File: config.mk
export PLATFORM = sky130hd
export DESIGN_NAME = rpe_root_collector
export DESIGN_NICKNAME = d
export VERILOG_FILES = /design/src/rtl/rpe_pkg.sv /design/src/rtl/rpe_src_reg.sv /design/src/rtl/rpe_flag_unit.sv /design/src/rtl/rpe_cmd_reg.sv /design/src/rtl/rpe_irq_unit.sv /design/src/rtl/rpe_root_collector.sv
export SDC_FILE = /design/constraint.sdc
export NUM_CORES = 1
export LEC_CHECK = 0
export CORE_UTILIZATION = 41
export DETAILED_ROUTE_END_ITERATION = 8
export DONT_BUFFER_PORTS = 1
export PLACE_DENSITY_LB_ADDON = 0.25
export SYNTH_ARGS = -nofsm -noshare
export SYNTH_HDL_FRONTEND = slang
export SYNTH_SLANG_ARGS = --single-unit
export TNS_END_PERCENT = 1
File: constraint.sdc
create_clock -name clk -period 2.55 [get_ports clk]
set_input_delay 0.1275 -clock clk [delete_from_list [all_inputs] [get_ports clk]]
set_output_delay 0.1275 -clock clk [all_outputs]
set_load 0.01 [all_outputs]
File: src/rtl/rpe_pkg.sv
// Shared definitions for the root port error collector.
// Assumes: flag and enable positions below are the software-visible layout.
package rpe_pkg;

    typedef enum logic [1:0] {
        SEV_COR      = 2'b00,
        SEV_NONFATAL = 2'b01,
        SEV_FATAL    = 2'b10,
        SEV_RSVD     = 2'b11
    } sev_e;

    localparam int FLAG_W  = 7;
    localparam int F_COR   = 0;  // correctable received
    localparam int F_MCOR  = 1;  // multiple correctable received
    localparam int F_UNC   = 2;  // uncorrectable received
    localparam int F_MUNC  = 3;  // multiple uncorrectable received
    localparam int F_FFAT  = 4;  // first uncorrectable was fatal
    localparam int F_NF    = 5;  // non-fatal received
    localparam int F_FAT   = 6;  // fatal received

    localparam int CMD_W   = 3;
    localparam int C_COR   = 0;
    localparam int C_NF    = 1;
    localparam int C_FAT   = 2;

    localparam int SRC_CNT = 2;  // number of source-ID registers
    localparam int S_COR   = 0;
    localparam int S_UNC   = 1;

    // Interrupt condition from a flag set and a command value.
    function automatic logic irq_cond(input logic [FLAG_W-1:0] flags,
                                      input logic [CMD_W-1:0]  cmd);
        return (cmd[C_COR] & flags[F_COR]) |
               (cmd[C_NF]  & flags[F_NF])  |
               (cmd[C_FAT] & flags[F_FAT]);
    endfunction

endpackage

File: src/rtl/rpe_src_reg.sv
// Source-ID holding register: loads on a strobe, otherwise holds.
// Assumes: synchronous active-low reset to zero.
module rpe_src_reg #(
    parameter int W = 16
) (
    input  logic         clk,
    input  logic         rst_n,
    input  logic         ld,
    input  logic [W-1:0] d,
    output logic [W-1:0] q
);

    // Capture the source ID when the load strobe is high.
    always_ff @(posedge clk) begin
        if (!rst_n)  q <= '0;
        else if (ld) q <= d;
    end

endmodule

File: src/rtl/rpe_flag_unit.sv
// Status flag tracker. Applies write-1-to-clear first and then the incoming
// message. It decides which source register loads and sets the multiple and
// first-fatal flags. Assumes one message per cycle at most.
module rpe_flag_unit
    import rpe_pkg::*;
#(
    parameter int SRC_W = 16
) (
    input  logic                    clk,
    input  logic                    rst_n,
    input  logic                    msg_valid,
    input  logic [1:0]              msg_sev,
    input  logic [SRC_W-1:0]        msg_src,
    input  logic                    clr_en,
    input  logic [FLAG_W-1:0]       clr_mask,
    output logic [FLAG_W-1:0]       flags_q,
    output logic [FLAG_W-1:0]       flags_nx,
    output logic [SRC_W-1:0]        cor_src,
    output logic [SRC_W-1:0]        unc_src
);

    logic [FLAG_W-1:0]  flags_eff;
    logic [SRC_CNT-1:0] src_ld;
    logic [SRC_W-1:0]   src_q [SRC_CNT];
    sev_e               sev;

    assign sev = sev_e'(msg_sev);

    // Flags after the clear, which the message then acts on.
    always_comb begin
        flags_eff = clr_en ? (flags_q & ~clr_mask) : flags_q;
    end

    // Next flag value and source-register load strobes for this message.
    always_comb begin
        flags_nx = flags_eff;
        src_ld   = '0;
        if (msg_valid) begin
            case (sev)
                SEV_COR: begin
                    if (flags_eff[F_COR]) flags_nx[F_MCOR] = 1'b1;
                    else                  src_ld[S_COR]    = 1'b1;
                    flags_nx[F_COR] = 1'b1;
                end
                SEV_NONFATAL, SEV_FATAL: begin
                    if (sev == SEV_FATAL) begin
                        if (!flags_eff[F_UNC]) flags_nx[F_FFAT] = 1'b1;
                        flags_nx[F_FAT] = 1'b1;
                    end else begin
                        flags_nx[F_NF] = 1'b1;
                    end
                    if (flags_eff[F_UNC]) flags_nx[F_MUNC] = 1'b1;
                    else                  src_ld[S_UNC]    = 1'b1;
                    flags_nx[F_UNC] = 1'b1;
                end
                default: ;
            endcase
        end
    end

    // Flag register.
    always_ff @(posedge clk) begin
        if (!rst_n) flags_q <= '0;
        else        flags_q <= flags_nx;
    end

    // One holding register per source class.
    for (genvar g = 0; g < SRC_CNT; g++) begin : g_src
        rpe_src_reg #(.W(SRC_W)) src_i (
            .clk  (clk),
            .rst_n(rst_n),
            .ld   (src_ld[g]),
            .d    (msg_src),
            .q    (src_q[g])
        );
    end

    assign cor_src = src_q[S_COR];
    assign unc_src = src_q[S_UNC];

endmodule

File: src/rtl/rpe_cmd_reg.sv
// Root command register holding the three severity enables.
// Assumes: a write replaces all enables; resets to zero.
module rpe_cmd_reg
    import rpe_pkg::*;
(
    input  logic             clk,
    input  logic             rst_n,
    input  logic             wr,
    input  logic [CMD_W-1:0] wdata,
    output logic [CMD_W-1:0] cmd_q,
    output logic [CMD_W-1:0] cmd_nx
);

    // Value the register takes at the next edge.
    always_comb begin
        cmd_nx = wr ? wdata : cmd_q;
    end

    // Command storage.
    always_ff @(posedge clk) begin
        if (!rst_n) cmd_q <= '0;
        else        cmd_q <= cmd_nx;
    end

endmodule

File: src/rtl/rpe_irq_unit.sv
// Interrupt generation. The level output follows the condition. The message
// request fires on a false-to-true change, found by comparing the condition
// from the current register state with the one from the next state.
// Assumes: both outputs are registered and align with the status update.
module rpe_irq_unit
    import rpe_pkg::*;
(
    input  logic              clk,
    input  logic              rst_n,
    input  logic              msi_mode,
    input  logic [FLAG_W-1:0] flags_q,
    input  logic [FLAG_W-1:0] flags_nx,
    input  logic [CMD_W-1:0]  cmd_q,
    input  logic [CMD_W-1:0]  cmd_nx,
    output logic              intx,
    output logic              msi_req
);

    logic cond_now;
    logic cond_next;

    // Condition before and after this edge.
    always_comb begin
        cond_now  = irq_cond(flags_q, cmd_q);
        cond_next = irq_cond(flags_nx, cmd_nx);
    end

    // Register the level and the edge-triggered request.
    always_ff @(posedge clk) begin
        if (!rst_n) begin
            intx    <= 1'b0;
            msi_req <= 1'b0;
        end else begin
            intx    <= !msi_mode && cond_next;
            msi_req <= msi_mode && cond_next && !cond_now;
        end
    end

endmodule

File: src/rtl/rpe_root_collector.sv
// Root port error collector top. Ties together the flag tracker, the command
// register and the interrupt unit. Samples the platform message number and
// assembles the status word. Assumes synchronous active-low reset.
module rpe_root_collector
    import rpe_pkg::*;
#(
    parameter int SRC_W = 16,
    parameter int NUM_W = 5,
    parameter int STS_W = 32
) (
    input  logic              clk,
    input  logic              rst_n,
    input  logic              msg_valid,
    input  logic [1:0]        msg_sev,
    input  logic [SRC_W-1:0]  msg_src,
    input  logic              cmd_wr,
    input  logic [CMD_W-1:0]  cmd_wdata,
    input  logic              sts_clr,
    input  logic [FLAG_W-1:0] sts_clr_mask,
    input  logic              msi_mode,
    input  logic [NUM_W-1:0]  msg_num_in,
    output logic [CMD_W-1:0]  root_cmd,
    output logic [STS_W-1:0]  root_status,
    output logic [SRC_W-1:0]  cor_src_id,
    output logic [SRC_W-1:0]  unc_src_id,
    output logic              intx,
    output logic              msi_req,
    output logic [NUM_W-1:0]  msi_vector
);

    localparam int PAD_W = STS_W - NUM_W - FLAG_W;

    logic [FLAG_W-1:0] flags_q;
    logic [FLAG_W-1:0] flags_nx;
    logic [CMD_W-1:0]  cmd_nx;
    logic [NUM_W-1:0]  num_q;

    rpe_flag_unit #(.SRC_W(SRC_W)) flag_i (
        .clk      (clk),
        .rst_n    (rst_n),
        .msg_valid(msg_valid),
        .msg_sev  (msg_sev),
        .msg_src  (msg_src),
        .clr_en   (sts_clr),
        .clr_mask (sts_clr_mask),
        .flags_q  (flags_q),
        .flags_nx (flags_nx),
        .cor_src  (cor_src_id),
        .unc_src  (unc_src_id)
    );

    rpe_cmd_reg cmd_i (
        .clk   (clk),
        .rst_n (rst_n),
        .wr    (cmd_wr),
        .wdata (cmd_wdata),
        .cmd_q (root_cmd),
        .cmd_nx(cmd_nx)
    );

    rpe_irq_unit irq_i (
        .clk     (clk),
        .rst_n   (rst_n),
        .msi_mode(msi_mode),
        .flags_q (flags_q),
        .flags_nx(flags_nx),
        .cmd_q   (root_cmd),
        .cmd_nx  (cmd_nx),
        .intx    (intx),
        .msi_req (msi_req)
    );

    // Sample the platform-supplied interrupt message number.
    always_ff @(posedge clk) begin
        if (!rst_n) num_q <= '0;
        else        num_q <= msg_num_in;
    end

    assign root_status = {num_q, {PAD_W{1'b0}}, flags_q};
    assign msi_vector  = num_q;

endmodule

After elaboration in Yosys (flattened, before gate mapping)

Index checks and enable logic that the tools add are counted.

Flip-flop bits (word level): 49
Input port bits: 39
Output and inout bits: 74
Logic and storage cells: 44

Equal/unequal tests: 2
Multiplexer cells: 16
Bitwise operators: 12
Reduce and logical (&&, ||, !) cells: 7

Operators with widths:

| cell                 | count |
|---|---|
| $mux W7              | 2 |
| $mux W1              | 10 |
| $and A7 B7 Y7        | 1 |
| $not A7 Y7           | 1 |
| $and A1 B1 Y1        | 6 |
| $mux W5              | 1 |
| $mux W2              | 2 |
| $or A1 B1 Y1         | 4 |
| $logic_and A1 B1 Y1  | 3 |
| $mux W3              | 1 |
| $eq A2 B1 Y1 const B | 1 |
| $eq A2 B2 Y1 const B | 1 |
| $logic_not A1 Y1     | 2 |
| $logic_not A2 Y1     | 1 |
| $reduce_or A2 Y1     | 1 |

Logic depth before layout (Yosys ltp)

Gate-level depths: netlist (run 1).

Depth after elaboration: 12
Depth in mapped cells: 8
Depth with buffers taken out: 6

Modules after synthesis

From an unflattened synthesis (run 1), not the netlist that was laid out.

Cell total of the unflattened synthesis: 198
Area, all modules: 2173.3 um2

Modules (own cells, without submodules):

| module             | times used | cells each | area each (um2) | sequential area each (um2) |
|---|---|---|---|---|
| rpe_src_reg        | 2          | 51         | 615.6           | 320.3 |
| rpe_flag_unit      | 1          | 44         | 407.9           | 140.1 |
| rpe_root_collector | 1          | 36         | 322.8           | 100.1 |
| rpe_cmd_reg        | 1          | 9          | 126.4           | 60.1 |
| rpe_irq_unit       | 1          | 7          | 85.1            | 40.0 |

Worst setup path after synthesis (run 1)

No wires, ideal clock.

Kind: register to register
From: register flag_i.flags_q[0]
To: register flag_i.g_src[0].src_i.q[10]
Library setup time: 128 ps
Arrival time: 1217 ps
Required time: 2422 ps
Slack: 1205 ps
Stages on the path, launching flop included: 7
Buffers on the path: 2
Clock period less this slack: 1345 ps
Cells stage by stage: dfxtp_1 > a21bo_1 > and2b_1 > buf_6 > buf_12 > mux2i_1 > nor2_1

Longest elaborated chain between the ends: 5

RTL lines:

| element                  | line                | RTL |
|---|---|---|
| start: declaration       | rpe_flag_unit.sv:16 | `output logic [FLAG_W-1:0] flags_q,` |
| start signal: assignment | rpe_flag_unit.sv:64 | `else flags_q <= flags_nx;` |
| $and A7 B7 Y7            | rpe_flag_unit.sv:31 | `flags_eff = clr_en ? (flags_q & ~clr_mask) : flags_q;` |
| $mux W7 (*)              | rpe_flag_unit.sv:31 |  |
| $mux W1 (*)              | rpe_flag_unit.sv:41 | `if (flags_eff[F_COR]) flags_nx[F_MCOR] = 1'b1;` |
| $mux W1 (*)              | rpe_flag_unit.sv:39 | `case (sev)` |
| $mux W2 (*)              | rpe_flag_unit.sv:38 | `if (msg_valid) begin` |
| end signal: assignment   | rpe_src_reg.sv:15   | `if (!rst_n) q <= '0;` |
| end signal: assignment   | rpe_src_reg.sv:16   | `else if (ld) q <= d;` |
| end: declaration         | rpe_src_reg.sv:10   | `output logic [W-1:0] q` |

Every way passes the cells marked *; elsewhere a longest branch is shown, timed or not.
A chain may end at the register's enable or synchronous reset.

Worst setup path in the final report (run 1)

From: register flag_i.flags_q[0]
To: register flag_i.g_src[0].src_i.q[4]

Same word-level chain as after synthesis.

==> metrics.yaml, run 1 <==
status: "finished with violations"
violations: "DRC"
ctsHoldBuffers: 24
min_period_ns: 1.77
drtPass1Iterations: 7
ys_warn_count: 0
p_per_area_nw_per_um2: 699
drc_errors: 8
synthFlopType: "dfxtp_1"
clk_latency_ns: 0.29
path_clk_slew_ns: 0.08
groute.usage.overall: 0.155
crit_path_end_kind: "flop"
critPathArrivalTime_ns: 1.95
fmax_mhz: 563
dp_hpwl_mm: 2.61
initial_utilization: 0.440
fp.dieW_um: 71.3
num_io_pins: 113
portBuffers: 0
tns_ns: 0
area_growth_pct: 12.6
synth_area_um2: 1970
htree_levels: 2
layout.cells.non_filler: 284
syn_inst: 214
tightest_slew_ns: 0.885
core_area_um2: 4470
critPathKind: "reg -> reg"
cts_tree: "built"
grt_pass1_wl_mm: 6.09
min_period_over_period: 0.696
setup_viol: 0
hold_viol: 0
cts_resized: 0
synth_edf_count: 0
cts_root_buf: "clkbuf_8"
critPathLaunchType: "flop"
drive_gt1_frac: 0.0517
dpl_cell_area_um2: 1860
path_max_fanout: 16
slew_headroom: 0.410
grt_pass1_vias: 1311
rsz0062_at_grt: "no"
stdcell_area_um2: 2220
gp_congestion: 0.716
skew_ns: 0.00284
cts_setup_buffers: 0
place_worst_setup_slack_ns: 0.745
gr-total-overflow: 0
p_leak_nw: 0.882
fin_nets: 272
die_y_um: 71.3
num_vias: 1356
clock_sinks: 49
clock_path_buffers: 2
grt_max_degree: 28
drv_slew: 0
finalWirelength_mm: 3.80
placedCellCount: 252
setup_slack_ns: 0.775
dieArea_um2: 5090
antenna_violating_nets_post_route: 0
synth_cell_types: 31
avgSynthCellArea_um2: 9.21
synth_seq_cells: 49
antenna_found_initial: 0
rows: 24
hp-class: "in -> reg"
max_cap_violations: 0
numCtsBuffers: 5
wire_per_inst_um: 13.4
max-vdd-ir-drop_mv: 0.249
drt_iter0_drc: 68
ys_seq_area_frac: 0.498
vias_per_cell: 4.77
async_flop_share: 0
diodes: 0
p_total_mw: 1.55
required_ns: 2.73
power by group:
group	internal [mW]	leakage, nW	switching, mW	total (mW)
combinational	0.0638	0.423	0.0805	0.144
sequential	0.801	0.400	0.0437	0.845
clock	0.320	0.0585	0.243	0.563
total	1.18	0.882	0.367	1.55
area by class of cell:
type | count | area [um^2]
well taps | 52 | 65.1
clock inverters | 1 | 30.0
flip-flops and latches | 49 | 981
clock buffers | 7 | 86.3
repair buffers | 25 | 248
fillers | 438 | 2250
inverters | 3 | 11.3
multi-input cells | 147 | 798
per-stage QoR:
step,hold slack (ns),utilization
4_1_cts,0.00694,0.496
5_1_grt,0.0294,0.496
3_3_place_gp,0.202,0.416
3_5_place_dp,0.203,0.416
2_1_floorplan,0.200,-
6_report,0.0190,0.496
kinds of logic after synthesis:
kind of cell / after synthesis / synth area share
mux: 19 / 0.0971
buf+inv: 37 / 0.133
compound gates: 30 / 0.0971
other cells: 1 / 0.00190
simple gates: 76 / 0.160
flops: 49 / 0.498
fa+ha+maj: 2 / 0.0127
registers in the layout, summed over array words and instances, names as in the netlist:
name / cells
flag_i.flags_q: 7
irq_i.intx: 1
msi_vector: 5
irq_i.msi_req: 1
flag_i.g_src.src_i.q: 32
cmd_i.cmd_q: 3
cell usage after synthesis (all sizes together) (2+ instances only):
cell / count / area, um^2
inv: 2 / 7.51
a22oi: 2 / 15.0
ha: 2 / 25.0
nand2: 39 / 146
a21boi: 2 / 18.8
a21oi: 19 / 95.1
buf: 29 / 231
nor2: 27 / 104
a32oi: 2 / 17.5
and2: 6 / 37.5
dfxtp: 49 / 981
mux2i: 18 / 180
clkbuf: 5 / 20.0
critical path, stage by stage (launching register included):
cell     delay [ns]
dfxtp_1        0.36
a21bo_1        0.25
and2b_1        0.72
mux2i_1        0.27
nor2_1         0.05
metal layers:
layer  up-vias  routed length [um]  track usage
met5         -                   0            0
met4         0                  50       0.0600
met3         4                 346       0.0520
met2        62                1700        0.249
met1       602                1700        0.193
li1        688                   -            -
cell usage in the layout, fill, tap and decap left out, drive strengths merged:
cell type    Yosys  routed
a21bo            1       1
mux2             1       1
clkinv           1       1
conb             1      20
mux2i           18      18
o211ai           1       1
and3b            1       1
dfxtp           49      49
buf             29       1
o21a             1       1
nor2            27      27
a32oi            2       2
a21boi           2       2
nand3            1       1
or2              1       1
ha               2       2
dlygate4sd3      0      24
a21oi           19      19
bufinv           0       1
a22oi            2       2
clkbuf           5       7
nand2           39      39
a211o            1       1
o311a            1       1
and2             6       6
inv              2       2
and2b            1       1
final timing paths:
check,slack (ns),start,endpoint,depth (start not counted)
setup / recovery,0.78,flag_i.flags_q[0],flag_i.g_src[0].src_i.q[4],4
hold / removal,0.02,msg_valid,flag_i.flags_q[3],2
setup reg to reg,0.78,flag_i.flags_q[0],flag_i.g_src[0].src_i.q[4],4
hold reg to reg,0.50,flag_i.g_src[1].src_i.q[6],flag_i.g_src[1].src_i.q[6],2
Note: power is estimated with default switching activity, not from simulation.
==> inputs of run 2 (changes only) <==
clock period = 1.8 ns   (was 2.55 ns; I/O delays follow)
==> run 2 against run 1 <==
The run still ends with DRC left. Sequential power increased by 42%. Sequential cell count is the same. Power up 37%.
==> metrics.yaml, run 2 (same netlist as run 1, synthesis figures left out) <==
postLayoutCoreUtil: 0.517  # +0.0213
critPathLaunchType: "flop"
hold_viol: 0  # unchanged
numCtsBuffers: 5  # unchanged
largest_reg_flops: 32  # unchanged
diodes: 0  # unchanged
grt_pass1_wl_mm: 6.05  # -0.67%
drv_slew: 0  # unchanged
top_register: "flag_i.g_src.src_i.q"
rr_startpoint: "flag_i.flags_q[0]"
cp-endpoint: "flag_i.g_src[0].src_i.q[5]"
nFillCells: 439  # +0.23%
status: "finished with violations"
grt_pass1_vias: 1313  # +0.15%
fp.dieW_um: 71.3  # unchanged
critPathArrivalTime_ns: 1.61  # -0.34 ns
vias_per_cell: 4.72  # -1.1%
cts_root_buf: "clkbuf_8"
rsz0062_at_grt: "no"
setup_viol: 0  # unchanged
critPathKind: "reg -> reg"
portBuffers: 0  # unchanged
dp_hpwl_mm: 2.65  # +1.6%
initial_utilization: 0.440  # unchanged
mostFrequentLayoutCell: "dfxtp_1"
required_ns: 1.99  # -0.74 ns
r2r_end: "flag_i.g_src[0].src_i.q[5]"
stdcell_area_um2: 2310  # +4.3%
finalWirelength_mm: 4.06  # +6.8%
clock_sinks: 49  # unchanged
p_leak_nw: 0.926  # +5.0%
clock_path_buffers: 2  # unchanged
reg2reg_setup_slack_ns: 0.38  # -0.40 ns
tns_ns: 0  # unchanged
gp_congestion: 0.707  # -1.3%
rows: 24  # unchanged
drive_gt1_frac: 0.0697  # +0.0179
crit_path_end_kind: "flop"
antenna_violating_nets_post_route: 0  # unchanged
max-vdd-ir-drop_mv: 0.317  # +28%
path_clk_slew_ns: 0.09  # about the same
dpl_cell_area_um2: 1890  # +1.6%
clk_latency_ns: 0.30  # about the same
hp-class: "in -> reg"
cts_setup_buffers: 0  # unchanged
wire_per_inst_um: 13.7  # +2.5%
dieArea_um2: 5090  # unchanged
groute.usage.overall: 0.155  # about the same
violations: "DRC"
layout_common_cells: "49 x dfxtp_1, 39 x nand2_1, 32 x dlygate4sd3_1"
drt_iter0_drc: 61  # -10%
rr_worst_depth: 5  # +1
area_growth_pct: 17.5
fmax_mhz: 704  # +25%
p_total_mw: 2.12  # +37%
core_area_um2: 4470  # unchanged
skew_ns: 0.00644  # +0.00360 ns
max_cap_violations: 0  # unchanged
num_io_pins: 113  # unchanged
drtPass1Iterations: 6  # -1
drc_errors: 8  # unchanged
gr-total-overflow: 0  # unchanged
num_vias: 1398  # +3.1%
startpoint: "flag_i.flags_q[0]"
die_y_um: 71.3  # unchanged
holdWs_ns: 0.0122  # -0.00683 ns
antenna_found_initial: 0  # unchanged
grt_max_degree: 22  # -21%
path_max_fanout: 16  # unchanged
cts_tree: "built"
p_per_area_nw_per_um2: 916  # +31%
min_period_ns: 1.42  # -0.354 ns
fin_nets: 284  # +4.4%
min_period_over_period: 0.789  # +0.0934
htree_levels: 2  # unchanged
==> run 2: cell count changes in the layout (fill, tap and decap cells not counted) <==
cell           change
clkinv_2           +1
bufinv_16          -1
dlygate4sd3_1      +8
clkbuf_8           +1
clkbuf_1           -1
buf_4              +4
==> run 2: cell type report <==
type                    instances  area, um^2  area share
clock inverters                 1        5.00     0.00216
repair buffers                 37         358       0.155
well taps                      52        65.1      0.0281
flip-flops and latches         49         981       0.424
multi-input cells             147         798       0.345
inverters                       3        11.3     0.00486
clock buffers                   7        96.3      0.0416
==> run 2: where the power goes <==
group          leakage [nW]  internal, mW  switching, mW  total (mW)
clock                0.0542         0.348          0.345       0.692
combinational         0.472         0.110          0.122       0.232
sequential            0.400          1.13         0.0613        1.20
==> run 2: how the worst min path moves through the flow <==
stage	start	endpoint	slack (ns)	cells past startpoint
floorplan	msi_mode	irq_i.intx	0.16	1
global placement	msi_mode	irq_i.intx	0.16	1
detailed placement	msi_mode	irq_i.intx	0.17	1
CTS	sts_clr	flag_i.flags_q[6]	0.005	3
global route	msg_valid	flag_i.flags_q[6]	0.03	2
finish	sts_clr	flag_i.flags_q[6]	0.01	3
==> run 2: worst max-delay path, cell delays in order (launching register included) <==
cell	delay [ns]
dfxtp_1	0.37
a21bo_1	0.25
and2b_1	0.13
buf_4	0.27
mux2i_1	0.22
nor2_1	0.05
==> run 2: timing repair <==
item | in CTS | in global routing
resized for setup | 0 | 0
hold buffers | 32 | 0
hold endpoints to repair | 47 | 0
==> run 2: metal layers <==
metal	global-route usage	wire length (um)
met4	0.0667	54
met2	0.270	1980
met3	0.0605	294
met1	0.167	1720
met5	0	0
==> run 2: metrics by stage <==
step           setup slack [ns]  instances
2_1_floorplan             0.455        233
3_3_place_gp              0.430        256
3_5_place_dp              0.374        256
4_1_cts                   0.363        296
5_1_grt                   0.290        296
6_report                  0.379        296
==> inputs of run 3 (changes only) <==
clock period = 1.2 ns   (was 1.8 ns; I/O delays follow)
==> run 3 against run 2 <==
The run ends with DRC, setup timing left. Largest cell class unchanged. Utilization increased by 3.6 points. Final cell count increased by 3.0%. Routed wire length increased by 8.3%. Critical path depth unchanged. Clock-buffer cell count unchanged.
==> metrics.yaml, run 3 (same netlist as run 1, synthesis figures left out) <==
place_worst_setup_slack_ns: -0.0420  # -0.416 ns
critPathBufInv: 1  # unchanged
antenna_found_initial: 0  # unchanged
top_register: "flag_i.g_src.src_i.q"
crit_path_end_kind: "flop"
drtPass1Iterations: 6  # unchanged
min_period_over_period: 1.07  # +0.280
cpMaxStageDelayCell: "dfxtp_2"
clock_path_buffers: 2  # unchanged
portBuffers: 0  # unchanged
layout.cells.non_filler: 305  # +3.0%
gr-total-overflow: 0  # unchanged
rr_startpoint: "flag_i.flags_q[0]"
finalWirelength_mm: 4.39  # +8.3%
critPathKind: "reg -> reg"
max-vdd-ir-drop_mv: 0.554  # +75%
area_growth_pct: 25.6
hold_viol: 0  # unchanged
htree_levels: 2  # unchanged
antenna_violating_nets_post_route: 0  # unchanged
crit_family: "flip-flops"
placedCellCount: 264  # +3.1%
p_leak_nw: 1.01  # +8.5%
gp_congestion: 0.748  # +5.7%
dp_hpwl_mm: 2.80  # +5.8%
groute.usage.overall: 0.171  # +0.0160
max_stage_delay_ns: 0.33  # -0.04 ns
rsz0062_at_grt: "yes"
required_ns: 1.39  # -0.60 ns
path_clk_slew_ns: 0.09  # about the same
p_total_mw: 3.39  # +60%
clock_sinks: 49  # unchanged
vias_per_cell: 4.84  # +2.4%
grt_max_degree: 22  # unchanged
num_vias: 1475  # +5.5%
tns_ns: -1.00  # -1.00 ns
drive_gt1_frac: 0.126  # +0.0568
dpl_cell_area_um2: 1990  # +5.2%
diodes: 0  # unchanged
hold_path.startpoint: "sts_clr_mask[6]"
startpoint: "flag_i.flags_q[0]"
reg2reg_setup_slack_ns: -0.08  # -0.46 ns
drv_slew: 0  # unchanged
fin_nets: 293  # +3.2%
setup_slack_ns: -0.0836  # -0.463 ns
skew_ns: 0.00589  # -0.000548 ns
critPathArrivalTime_ns: 1.47  # -0.14 ns
dieArea_um2: 5090  # unchanged
holdWs_ns: 0.0190  # +0.00678 ns
numCtsBuffers: 5  # unchanged
violations: "DRC, setup timing"
cts_tree: "built"
setup_viol: 16  # +16
mostFrequentLayoutCell: "dfxtp_1"
initial_utilization: 0.440  # unchanged
clk_latency_ns: 0.29  # about the same
die_y_um: 71.3  # unchanged
min_period_ns: 1.28  # -0.137 ns
hp-class: "in -> reg"
postLayoutCoreUtil: 0.553  # +0.0358
fp.dieW_um: 71.3  # unchanged
drt_iter0_drc: 63  # +3.3%
wire_per_inst_um: 14.4  # +5.1%
core_area_um2: 4470  # unchanged
drc_errors: 7  # -1
rows: 24  # unchanged
stdcell_area_um2: 2470  # +6.9%
largest_reg_flops: 32  # unchanged
max_cap_violations: 0  # unchanged
layout_common_cells: "47 x dfxtp_1, 39 x nand2_1, 31 x dlygate4sd3_1"
cts_root_buf: "clkbuf_8"
critPathLaunchType: "flop"
p_per_area_nw_per_um2: 1370  # +50%
grt_pass1_vias: 1430  # +8.9%
grt_pass1_wl_mm: 6.58  # +8.8%
num_io_pins: 113  # unchanged
fmax_mhz: 779  # +11%
path_max_fanout: 8  # -8
crit_chain: "a21bo_4 -> and2b_2 -> clkbuf_16 -> mux2i_1 -> nor2_1"
status: "finished with violations"
[run 3: metal layers]
| metal | part of all wire | up-vias | GRT usage | wire length (um) |
|---|---|---|---|---|
| met1 | 0.41 | 674 | 0.185 | 1800 |
| met2 | 0.49 | 65 | 0.292 | 2150 |
| met4 | 0.020 | 0 | 0.0733 | 86 |
| met3 | 0.082 | 8 | 0.0717 | 359 |
| li1 | - | 728 | - | - |
| met5 | 0 | - | 0 | 0 |
[run 3: worst register-to-register path: stages, from the launching register on]
cell and delay, ns:
dfxtp_2 0.33, a21bo_4 0.22, and2b_2 0.23, clkbuf_16 0.18, mux2i_1 0.15, nor2_1 0.05
[run 3: power by group]
| part | total, mW | internal [mW] | switching [mW] | leakage [nW] |
|---|---|---|---|---|
| clock | 1.19 | 0.679 | 0.511 | 0.0585 |
| sequential | 1.79 | 1.70 | 0.0877 | 0.401 |
| combinational | 0.412 | 0.210 | 0.202 | 0.546 |
[run 3: worst paths after layout]
| path | to | cells after the start |
|---|---|---|
| hold / removal | flag_i.flags_q[6] | 3 |
| setup / recovery | flag_i.g_src[0].src_i.q[2] | 5 |
| setup reg to reg | flag_i.g_src[0].src_i.q[2] | 5 |
| hold reg to reg | flag_i.g_src[1].src_i.q[2] | 2 |
[run 3: layout make-up]
class	count	area, um^2
fill	411	2000
multi-input combinational	147	821
tap	52	65.1
timing repair buffer	46	478
inverter	3	11.3
clock inverter	1	30.0
sequential	49	983
clock buffer	7	86.3
[run 3: repair_timing]
item,4_1_cts,5_1_grt
buffers inserted,0,1
pin swaps,0,4
endpoints found under the setup margin,16,34
endpoints found under the hold margin,48,4
resized for setup,0,6
cloned,0,1
hold buffers,30,1
